===== src/rtl/timer_pkg.sv =====
`timescale 1ns/1ps
package timer_pkg;
  localparam logic [7:0] OFS_CTRL   = 8'h00;
  localparam logic [7:0] OFS_RELOAD = 8'h08;
  localparam logic [7:0] OFS_COUNT  = 8'h0C;
  localparam int CTRL_SRST_BIT = 31;
  localparam int CTRL_EN_BIT   = 0;

  typedef enum logic [1:0] {
    SEL_NONE,
    SEL_CTRL,
    SEL_RELOAD,
    SEL_COUNT
  } reg_sel_e;
endpackage


===== src/rtl/timer_regs.sv =====
`timescale 1ns/1ps
module timer_regs
  import timer_pkg::*;
#(
  parameter int ADDR_W = 8,
  parameter int DATA_W = 32,
  parameter int CNT_W  = 16
) (
  input  logic                clk_i,
  input  logic                rst_ni,
  input  logic                req_i,
  input  logic                we_i,
  input  logic [ADDR_W-1:0]   addr_i,
  input  logic [DATA_W/8-1:0] be_i,
  input  logic [DATA_W-1:0]   wdata_i,
  input  logic [CNT_W-1:0]    cnt_i,
  output logic [CNT_W-1:0]    reload_o,
  output logic [CNT_W-1:0]    load_val_o,
  output logic [DATA_W-1:0]   rdata_o,
  output logic                soft_rst_o,
  output logic                start_o,
  output logic                load_o
);
  localparam int PAD_W = DATA_W - CNT_W;

  reg_sel_e           sel;
  logic               full, wr, rd, ctrl_wr;
  logic [DATA_W-1:0]  ctrl_q;
  logic [CNT_W-1:0]   reload_q;
  logic [DATA_W-1:0]  rd_mux, rdata_q;

  always_comb begin
    case (addr_i)
      ADDR_W'(OFS_CTRL):   sel = SEL_CTRL;
      ADDR_W'(OFS_RELOAD): sel = SEL_RELOAD;
      ADDR_W'(OFS_COUNT):  sel = SEL_COUNT;
      default:             sel = SEL_NONE;
    endcase
  end

  assign full = &be_i;
  assign wr   = req_i & we_i & full;
  assign rd   = req_i & ~we_i & full;

  // reset bit overrides every other bit of a control write
  assign soft_rst_o = wr && (sel == SEL_CTRL) && wdata_i[CTRL_SRST_BIT];
  assign ctrl_wr    = wr && (sel == SEL_CTRL) && !wdata_i[CTRL_SRST_BIT];
  assign start_o    = ctrl_wr && wdata_i[CTRL_EN_BIT];
  assign load_o     = wr && (sel == SEL_RELOAD);
  assign load_val_o = wdata_i[CNT_W-1:0];

  always_ff @(posedge clk_i or negedge rst_ni) begin
    if (!rst_ni) begin
      ctrl_q   <= '0;
      reload_q <= '0;
    end else if (soft_rst_o) begin
      ctrl_q   <= '0;
      reload_q <= '0;
    end else begin
      if (ctrl_wr) ctrl_q   <= wdata_i;
      if (load_o)  reload_q <= wdata_i[CNT_W-1:0];
    end
  end

  always_comb begin
    case (sel)
      SEL_CTRL:   rd_mux = ctrl_q;
      SEL_RELOAD: rd_mux = {{PAD_W{1'b0}}, reload_q};
      SEL_COUNT:  rd_mux = {{PAD_W{1'b0}}, cnt_i};
      default:    rd_mux = '0;
    endcase
  end

  always_ff @(posedge clk_i or negedge rst_ni) begin
    if (!rst_ni) rdata_q <= '0;
    else         rdata_q <= rd ? rd_mux : '0;
  end

  assign reload_o = reload_q;
  assign rdata_o  = rdata_q;
endmodule


===== src/rtl/timer_prescaler.sv =====
`timescale 1ns/1ps
module timer_prescaler #(
  parameter int TICK_DIV = 100
) (
  input  logic clk_i,
  input  logic rst_ni,
  input  logic run_i,
  input  logic restart_i,
  output logic tick_o
);
  localparam int PRE_W = (TICK_DIV > 1) ? $clog2(TICK_DIV) : 1;
  localparam logic [PRE_W-1:0] LAST = PRE_W'(TICK_DIV - 1);

  logic [PRE_W-1:0] pre_q;

  // a restart cycle never ticks; phase starts again from zero
  assign tick_o = run_i && (pre_q == LAST) && !restart_i;

  always_ff @(posedge clk_i or negedge rst_ni) begin
    if (!rst_ni)                 pre_q <= '0;
    else if (restart_i || !run_i) pre_q <= '0;
    else if (pre_q == LAST)      pre_q <= '0;
    else                         pre_q <= pre_q + 1'b1;
  end
endmodule


===== src/rtl/timer_counter.sv =====
`timescale 1ns/1ps
module timer_counter #(
  parameter int CNT_W = 16
) (
  input  logic             clk_i,
  input  logic             rst_ni,
  input  logic             soft_rst_i,
  input  logic             start_i,
  input  logic             load_i,
  input  logic [CNT_W-1:0] load_val_i,
  input  logic [CNT_W-1:0] reload_i,
  input  logic             tick_i,
  output logic             run_o,
  output logic [CNT_W-1:0] cnt_o
);
  logic             run_q;
  logic [CNT_W-1:0] cnt_q;

  always_ff @(posedge clk_i or negedge rst_ni) begin
    if (!rst_ni) begin
      run_q <= 1'b0;
      cnt_q <= '0;
    end else if (soft_rst_i) begin
      run_q <= 1'b0;
      cnt_q <= '0;
    end else begin
      if (start_i) run_q <= 1'b1;
      if (load_i)
        cnt_q <= load_val_i;
      else if (tick_i)
        cnt_q <= (cnt_q == '0) ? reload_i : cnt_q - 1'b1;
    end
  end

  assign run_o = run_q;
  assign cnt_o = cnt_q;
endmodule


===== src/rtl/reload_timer.sv =====
`timescale 1ns/1ps
module reload_timer #(
  parameter int ADDR_W   = 8,
  parameter int DATA_W   = 32,
  parameter int CNT_W    = 16,
  parameter int TICK_DIV = 100
) (
  input  logic                clk_i,
  input  logic                rst_ni,
  input  logic                req_i,
  input  logic                we_i,
  input  logic [ADDR_W-1:0]   addr_i,
  input  logic [DATA_W/8-1:0] be_i,
  input  logic [DATA_W-1:0]   wdata_i,
  output logic [DATA_W-1:0]   rdata_o
);
  logic             soft_rst, start, load, tick, run_q, restart;
  logic [CNT_W-1:0] reload_q, load_val, cnt_q;

  assign restart = soft_rst | start | load;

  timer_regs #(.ADDR_W(ADDR_W), .DATA_W(DATA_W), .CNT_W(CNT_W)) u_regs (
    .clk_i      (clk_i),
    .rst_ni     (rst_ni),
    .req_i      (req_i),
    .we_i       (we_i),
    .addr_i     (addr_i),
    .be_i       (be_i),
    .wdata_i    (wdata_i),
    .cnt_i      (cnt_q),
    .reload_o   (reload_q),
    .load_val_o (load_val),
    .rdata_o    (rdata_o),
    .soft_rst_o (soft_rst),
    .start_o    (start),
    .load_o     (load)
  );

  timer_prescaler #(.TICK_DIV(TICK_DIV)) u_pre (
    .clk_i     (clk_i),
    .rst_ni    (rst_ni),
    .run_i     (run_q),
    .restart_i (restart),
    .tick_o    (tick)
  );

  timer_counter #(.CNT_W(CNT_W)) u_cnt (
    .clk_i      (clk_i),
    .rst_ni     (rst_ni),
    .soft_rst_i (soft_rst),
    .start_i    (start),
    .load_i     (load),
    .load_val_i (load_val),
    .reload_i   (reload_q),
    .tick_i     (tick),
    .run_o      (run_q),
    .cnt_o      (cnt_q)
  );
endmodule


===== config.mk =====
export PLATFORM = sky130hd
export DESIGN_NAME = reload_timer
export DESIGN_NICKNAME = d
export VERILOG_FILES = /design/src/rtl/timer_pkg.sv /design/src/rtl/timer_regs.sv /design/src/rtl/timer_prescaler.sv /design/src/rtl/timer_counter.sv /design/src/rtl/reload_timer.sv
export SDC_FILE = /design/constraint.sdc
export NUM_CORES = 1
export LEC_CHECK = 0
export ABC_AREA = 1
export BUFFER_PORTS_ARGS = -buffer_cell sky130_fd_sc_hd__buf_2
export CAP_MARGIN = 20
export CORE_MARGIN = 5
export CORE_UTILIZATION = 61
export DETAILED_ROUTE_END_ITERATION = 16
export GPL_TIMING_DRIVEN = 0
export PLACE_DENSITY_LB_ADDON = 0.05
export SLEW_MARGIN = 20
export SYNTH_ARGS = -nofsm -noshare
export SYNTH_HDL_FRONTEND = slang
export SYNTH_SLANG_ARGS = --single-unit

===== constraint.sdc =====
create_clock -name clk_i -period 3.7 [get_ports clk_i]
set_input_delay 0 -clock clk_i [delete_from_list [all_inputs] [get_ports clk_i]]
set_output_delay 0 -clock clk_i [all_outputs]
set_load 0.01 [all_outputs]

### Word level (Yosys, flattened, before mapping)

Cells that the tools add are included.

| operators by class | value |
|---|---|
| $add $sub $neg | 2 |
| $mul | 0 |
| divide/modulo/power cells | 0 |
| magnitude comparators | 0 |
| equality and inequality tests | 6 |
| shift operators | 0 |
| muxes and demuxes | 15 |
| bitwise logic cells | 7 |
| reduce and logical (&&, ||, !) cells | 18 |

Operators by type and width:

| operator | number |
|---|---|
| 2-to-1 mux 16 bit | 6 |
| 2-to-1 mux 32 bit | 3 |
| case mux 32 bit (3 select lines) | 1 |
| == test 8 x 4 -> 1 bit (second input constant) | 2 |
| zero test 16 bit | 1 |
| subtractor 16 x 1 -> 16 bit (second input constant) | 1 |
| 2-to-1 mux 7 bit | 2 |
| zero test 8 bit | 1 |
| adder 7 x 1 -> 7 bit (second input constant) | 1 |
| == test 7 bit (second input constant) | 1 |
| logical AND 1 bit | 7 |
| case mux 2 bit (3 select lines) | 1 |
| nonzero test 2 bit | 3 |
| AND 1 bit | 4 |
| == test 2 bit (second input constant) | 2 |
| AND reduction 4 bit | 1 |
| zero test 1 bit | 3 |
| nonzero test 3 bit | 1 |
| == test 2 x 1 -> 1 bit (second input constant) | 1 |
| 2-to-1 mux 1 bit | 2 |
| bitwise OR 1 bit | 2 |
| logical OR 1 bit | 1 |
| inverter 1 bit | 1 |

| storage, ports and cells | value |
|---|---|
| bits in registers | 104 |
| bits in latches | 0 |
| memory bits (writable) | 0 |
| bits in read-only memories | 0 |
| input port bits | 48 |
| output and inout port bits | 32 |
| logic and storage cells | 54 |
| memories kept | 0 |

### Longest topological paths before layout

| depth | value |
|---|---|
| word-level depth | 13 |
| depth in mapped cells | 11 |
| mapped depth without buffers | 11 |

### Hierarchy

Synthesis repeated with hierarchy kept, for this count alone.

| second synthesis, totals | value |
|---|---|
| cells, all modules | 751 |
| area, all modules | 5645.4 µm² |

Modules (own cells, without submodules):

| module | instances | cells an instance | area an instance (µm²) | sequential area each (µm²) |
|---|---|---|---|---|
| timer_regs | 1 | 443 | 3654.8 | 2001.9 |
| timer_counter | 1 | 263 | 1631.6 | 425.4 |
| timer_prescaler | 1 | 42 | 347.8 | 175.2 |
| reload_timer | 1 | 3 | 11.3 | 0.0 |

### Worst setup path after synthesis

No wires, ideal clock.

| timing | value |
|---|---|
| path type | register to register |
| start point | reg u_pre.pre_q[0] |
| end point | reg u_cnt.cnt_q[11] (netlist: u_cnt.cnt_o[11]) |
| setup time | 0.117 ns |
| arrival | 1.537 ns |
| data required time | 3.583 ns |
| setup slack | 2.046 ns |
| cell stages (with the launch flop) | 11 |
| path buffers | 1 |
| period minus slack after synthesis | 1.654 ns |
| cell sequence | dfrtp_1 ha_1 inv_1 or2_4 nor4_4 nand3_2 nand2_4 inv_4 buf_6 nand2_1 nand2_1 |

| on the way | value |
|---|---|
| cells in the longest elaborated chain, start to end | 4 |

Ends and longest elaborated chain:

| element | line | source |
|---|---|---|
| start, declared | timer_prescaler.sv:14 | `logic [PRE_W-1:0] pre_q;` |
| start signal, assigned | timer_prescaler.sv:23 | `else pre_q <= pre_q + 1'b1;` |
| == test 7 bit | timer_prescaler.sv:17 | `assign tick_o = run_i && (pre_q == LAST) && !restart_i;` |
| logical AND 1 bit (2 in series) | timer_prescaler.sv:17 |  |
| nonzero test 3 bit (no source line) | n/a |  |
| end signal, assigned | timer_counter.sv:29 | `cnt_q <= load_val_i;` |
| end signal, assigned | timer_counter.sv:31 | `cnt_q <= (cnt_q == '0) ? reload_i : cnt_q - 1'b1;` |
| end, declared | timer_counter.sv:17 | `logic [CNT_W-1:0] cnt_q;` |

Every way passes these cells.
A chain may end at the register's enable or synchronous reset.

### Worst setup path after layout

| timing | value |
|---|---|
| start point | reg u_cnt.cnt_q[0] (netlist: u_cnt.cnt_o[0]) |
| end point | reg u_cnt.cnt_q[15] (netlist: u_cnt.cnt_o[15]) |

| on the way | value |
|---|---|
| cells in the longest elaborated chain, start to end | 5 |
| elaborated cells between the ends (all ways) | 6 |
| those cells by class | add/sub: 1; mux: 4; reduce/logical: 1 |

Ends and longest elaborated chain:

| element | line | source |
|---|---|---|
| subtractor 16 x 1 -> 16 bit / zero test 16 bit (equally long branches) | timer_counter.sv:31 |  |
| 2-to-1 mux 16 bit * | timer_counter.sv:31 |  |
| 2-to-1 mux 16 bit * | timer_counter.sv:30 | `else if (tick_i)` |
| 2-to-1 mux 16 bit * | timer_counter.sv:28 | `if (load_i)` |
| 2-to-1 mux 16 bit * | timer_counter.sv:23 | `end else if (soft_rst_i) begin` |

Mark *: on every way between the ends. The rest lies on a longest branch, timed or not. The select of a mux whose other input is x is not followed.

==> summary.txt <==
Logic synthesis
  • Number of flops mapped to enable cells by yosys: 0
  • Mean Syn Cell Area: 8.13 um^2
  • Mapped Nets: 674
  • Syn Inst Count: 623
  • Synthesized area: 5060 um^2
  • Asr flop ratio synth: between 90% and 100%
  • Main synth FF type: dfrtp_1
  • Synth warnings: 0
  • Post-synthesis sequential area ratio: 51.4%
  • Netlist cell types: 34
  • Synthesized flop and latch total: approximately 100

Clock tree
  • Root Driver: clkbuf_8
  • CTS tree: done
  • Post-CTS Setup Repair Bufs: 0
  • Worst-path clk slew: 0.11 ns
  • Num Clock Sinks: 104
  • CTS Buffer Depth: 2
  • Worst skew pair latency: roughly 0.4 ns
  • CTS resizes: 0
  • Num CTS Buffers: 9
  • H-tree lvl count: 3

Die
  • Die Ht: 101 um
  • Num ports: 80
  • Die W: 101 um
  • Placement Rows: 33
  • Initial Utilization: a little over 60%
  • Die footprint: 10,200 um^2
  • Core ar.: 8130 um^2

Timing
  • RSZ-0062 raised after global routing: no
  • Fmax: 0.507 GHz
  • Worst Tran Pin Value: 0.595 ns
  • Final min period: between 1.5 and 2 ns
  • Fin crit share: between 50% and 60%
  • Skew final: 0.0156 ns
  • Slew HR: 60.4%
  • Setup-failing EPs final: 0
  • Max Slew Vio Count: 0
  • Setup TNS: 0 ns
  • Final hold violation count: 0

Hold path
  • Hold Crit Class: in2async

Drt
  • Via density: 5.52
  • Total vias in the final route: between 4,000 and 5,000
  • DRT antenna net count: 0
  • Router iterations before antenna repair: 8
  • Wire length per cell: 15.7 um
  • Post-Route WL: 13,500 um
  • Initial DRC count: 372
  • DRC: 0

Job
  • Max-cap violations: 0

GRT
  • Pin count of the biggest net entering global routing: roughly 70
  • First-pass GRT wire length: 22,500 um
  • Initial antenna violation count: 0
  • Vias in the first global route: 4,681
  • Total Routing Usage GR: 28.1%
  • Overflow after GRT: 0

Setup path
  • Crit start category: register
  • Critical path class: reg2reg
  • Worst Path Required: 4.03 ns
  • CP arrival: 2.30 ns
  • CP Max Fanout: 8
  • Crit end category: register

Power and ir drop
  • Combinational share of power: 5.3%
  • Clock network fraction of total power: a little under two fifths
  • Static Leakage: 0.00339 uW
  • Pwr/cell area: 319 nW/um^2
  • Switching portion of total power: 25.9%
  • Worst VDD drop: 0.275 mV
  • Net switching power: 509 uW
  • Flop pwr share: 58.0%
  • Internal: 1460 uW

Placement
  • DP Area: 5620 um^2
  • Routability cong.: between 0.9 and 1
  • Port Buffers: 79
  • Post-DP HPWL: about 9300 um
  • Post-Place Cells: 808

Layout
  • Area grow syn2layout: 21.7%
  • Antenna diode count: 0
  • Share of layout cells above drive strength 1: between 10% and 20%
  • Layout Cells excl Fill: 857
  • Post-route cell area: between 6000 and 7000 um^2
  • Layout Nets: 798
  • Filler instances: 605

Outcome
  • Status: finished, final reports clean
==> registers in the layout (all words and copies together) (netlist names) <==
name and flops:
u_regs.reload_o 16, u_cnt.cnt_o 16, u_cnt.run_o 1, u_pre.pre_q 7, u_regs.rdata_o 32, u_regs.ctrl_q 32
==> area by class of cell <==
type | instances | area [um^2] | area share, %
Clock buffer | 9 | 124 | 2.01
Multi-Input combinational cell | 399 | 1960 | 31.7
Clock inverter | 7 | 83.8 | 1.36
Timing Repair Buffer | 113 | 759 | 12.3
Buffer | 20 | 128 | 2.07
Inverter | 100 | 378 | 6.13
Sequential cell | 104 | 2600 | 42.2
Tap cell | 105 | 131 | 2.13
==> worst paths after layout <==
kind / from / endpoint / slack, ns / cells after the start
min: rst_ni / u_pre.pre_q[2] / 0.07 / 2
min reg2reg: u_cnt.cnt_o[1] / u_cnt.cnt_o[1] / 0.49 / 2
max in group asynchronous: rst_ni / u_cnt.cnt_o[10] / 2.99 / 3
min in group clk_i: req_i / u_regs.rdata_o[3] / 0.07 / 5
max: u_cnt.cnt_o[0] / u_cnt.cnt_o[15] / 1.73 / 10
max reg2reg: u_cnt.cnt_o[0] / u_cnt.cnt_o[15] / 1.73 / 10
==> metal layers <==
metal	global-route usage [%]	vias to the layer above	routed length [um]
met5	0	-	0
met4	12.0	0	404
met3	4.22	39	925
met2	47.4	205	6730
met1	36.3	2258	5440
li1	-	2226	-
==> through the flow <==
stage / util (%) / total power, uW / hold WS (ns) / setup WS (ns)
after global placement: 68.7 / 1230 / 0.208 / 1.54
after CTS: 75.8 / 1970 / 0.0545 / 1.77
after global routing: 75.8 / 2030 / 0.0860 / 1.64
final: 75.8 / 1970 / 0.0660 / 1.73
after floorplan: - / 1180 / -0.296 / 2.05
after detailed placement: 69.1 / 1240 / -0.0823 / 1.82
==> cell families (layout without fill, tap and decap cells) <==
kind of cell             count (synthesis)  count (layout)  synth area share [%]
AND/OR/NAND/NOR                        288             288                  25.0
buffers and inverters                  120             249                  9.98
flip-flops                             104             104                  51.4
AO/OA/AOI/OAI                          100             100                  11.5
XOR/XNOR                                 8               8                  1.38
adder cells (fa/ha/maj)                  3               3                 0.741
==> worst max-delay path, stage by stage, from the launching register on <==
cell	delay, ns
dfrtp_1	0.38
inv_1	0.17
ha_1	0.22
nand2_1	0.08
nor3_1	0.32
nand2_1	0.11
nand2_1	0.29
nand2_1	0.09
nand2_1	0.09
nand3_1	0.11
nand2_1	0.08
==> cell usage in the layout (no fill, tap or decap), types with 2 or more instances in the layout <==
master | synthesis | layout
nor2_2 | 7 | 7
nand3_1 | 36 | 36
xor2_1 | 7 | 7
dfrtp_1 | 104 | 104
clkinv_8 | 0 | 3
o21ai_1 | 13 | 13
nor2_4 | 3 | 3
o22ai_1 | 9 | 9
nand4_1 | 3 | 3
clkbuf_8 | 0 | 9
nand3_2 | 3 | 3
clkbuf_2 | 2 | 2
inv_1 | 98 | 98
nor2_1 | 34 | 34
nor3_1 | 24 | 24
a22o_1 | 6 | 6
buf_4 | 3 | 3
buf_6 | 4 | 5
nand2_1 | 170 | 170
clkinvlp_4 | 0 | 2
nand2_2 | 2 | 2
dlygate4sd3_1 | 0 | 33
o21ai_0 | 41 | 41
ha_1 | 3 | 3
clkbuf_1 | 4 | 4
buf_2 | 7 | 85
nor3b_1 | 2 | 2
a21oi_1 | 22 | 22
o221ai_1 | 7 | 7
==> power groups by stage <==
stage / Clock [uW] / Sequential [uW] / Combinational (uW)
6_report: 722 / 1140 / 104
4_1_cts: 730 / 1140 / 104
5_1_grt: 777 / 1140 / 116
3_3_place_gp: 0 / 1160 / 70.3
3_5_place_dp: 0 / 1160 / 76.8
2_1_floorplan: 0 / 1160 / 15.2
==> Yosys cell counts, types with 2 or more instances <==
library cell    n  share of area (%)
nand2_1       170                 13
dfrtp_1       104                 51
inv_1          98                7.3
o21ai_0        41                4.1
nand3_1        36                3.6
nor2_1         34                2.5
nor3_1         24                2.4
a21oi_1        22                2.2
o21ai_1        13                1.3
o22ai_1         9                1.1
buf_2           7               0.69
nor2_2          7               0.86
o221ai_1        7                1.2
xor2_1          7                1.2
a22o_1          6                1.0
buf_6           4               0.89
clkbuf_1        4               0.30
buf_4           3               0.44
ha_1            3               0.74
nand3_2         3               0.59
nand4_1         3               0.37
nor2_4          3               0.67
clkbuf_2        2               0.20
nand2_2         2               0.25
nor3b_1         2               0.30
==> repair_timing <==
item,in CTS,in global routing
setup endpoints to repair,0,0
hold buffers,33,0
hold endpoints to repair,153,0
Power figures use the tool's default switching activity.
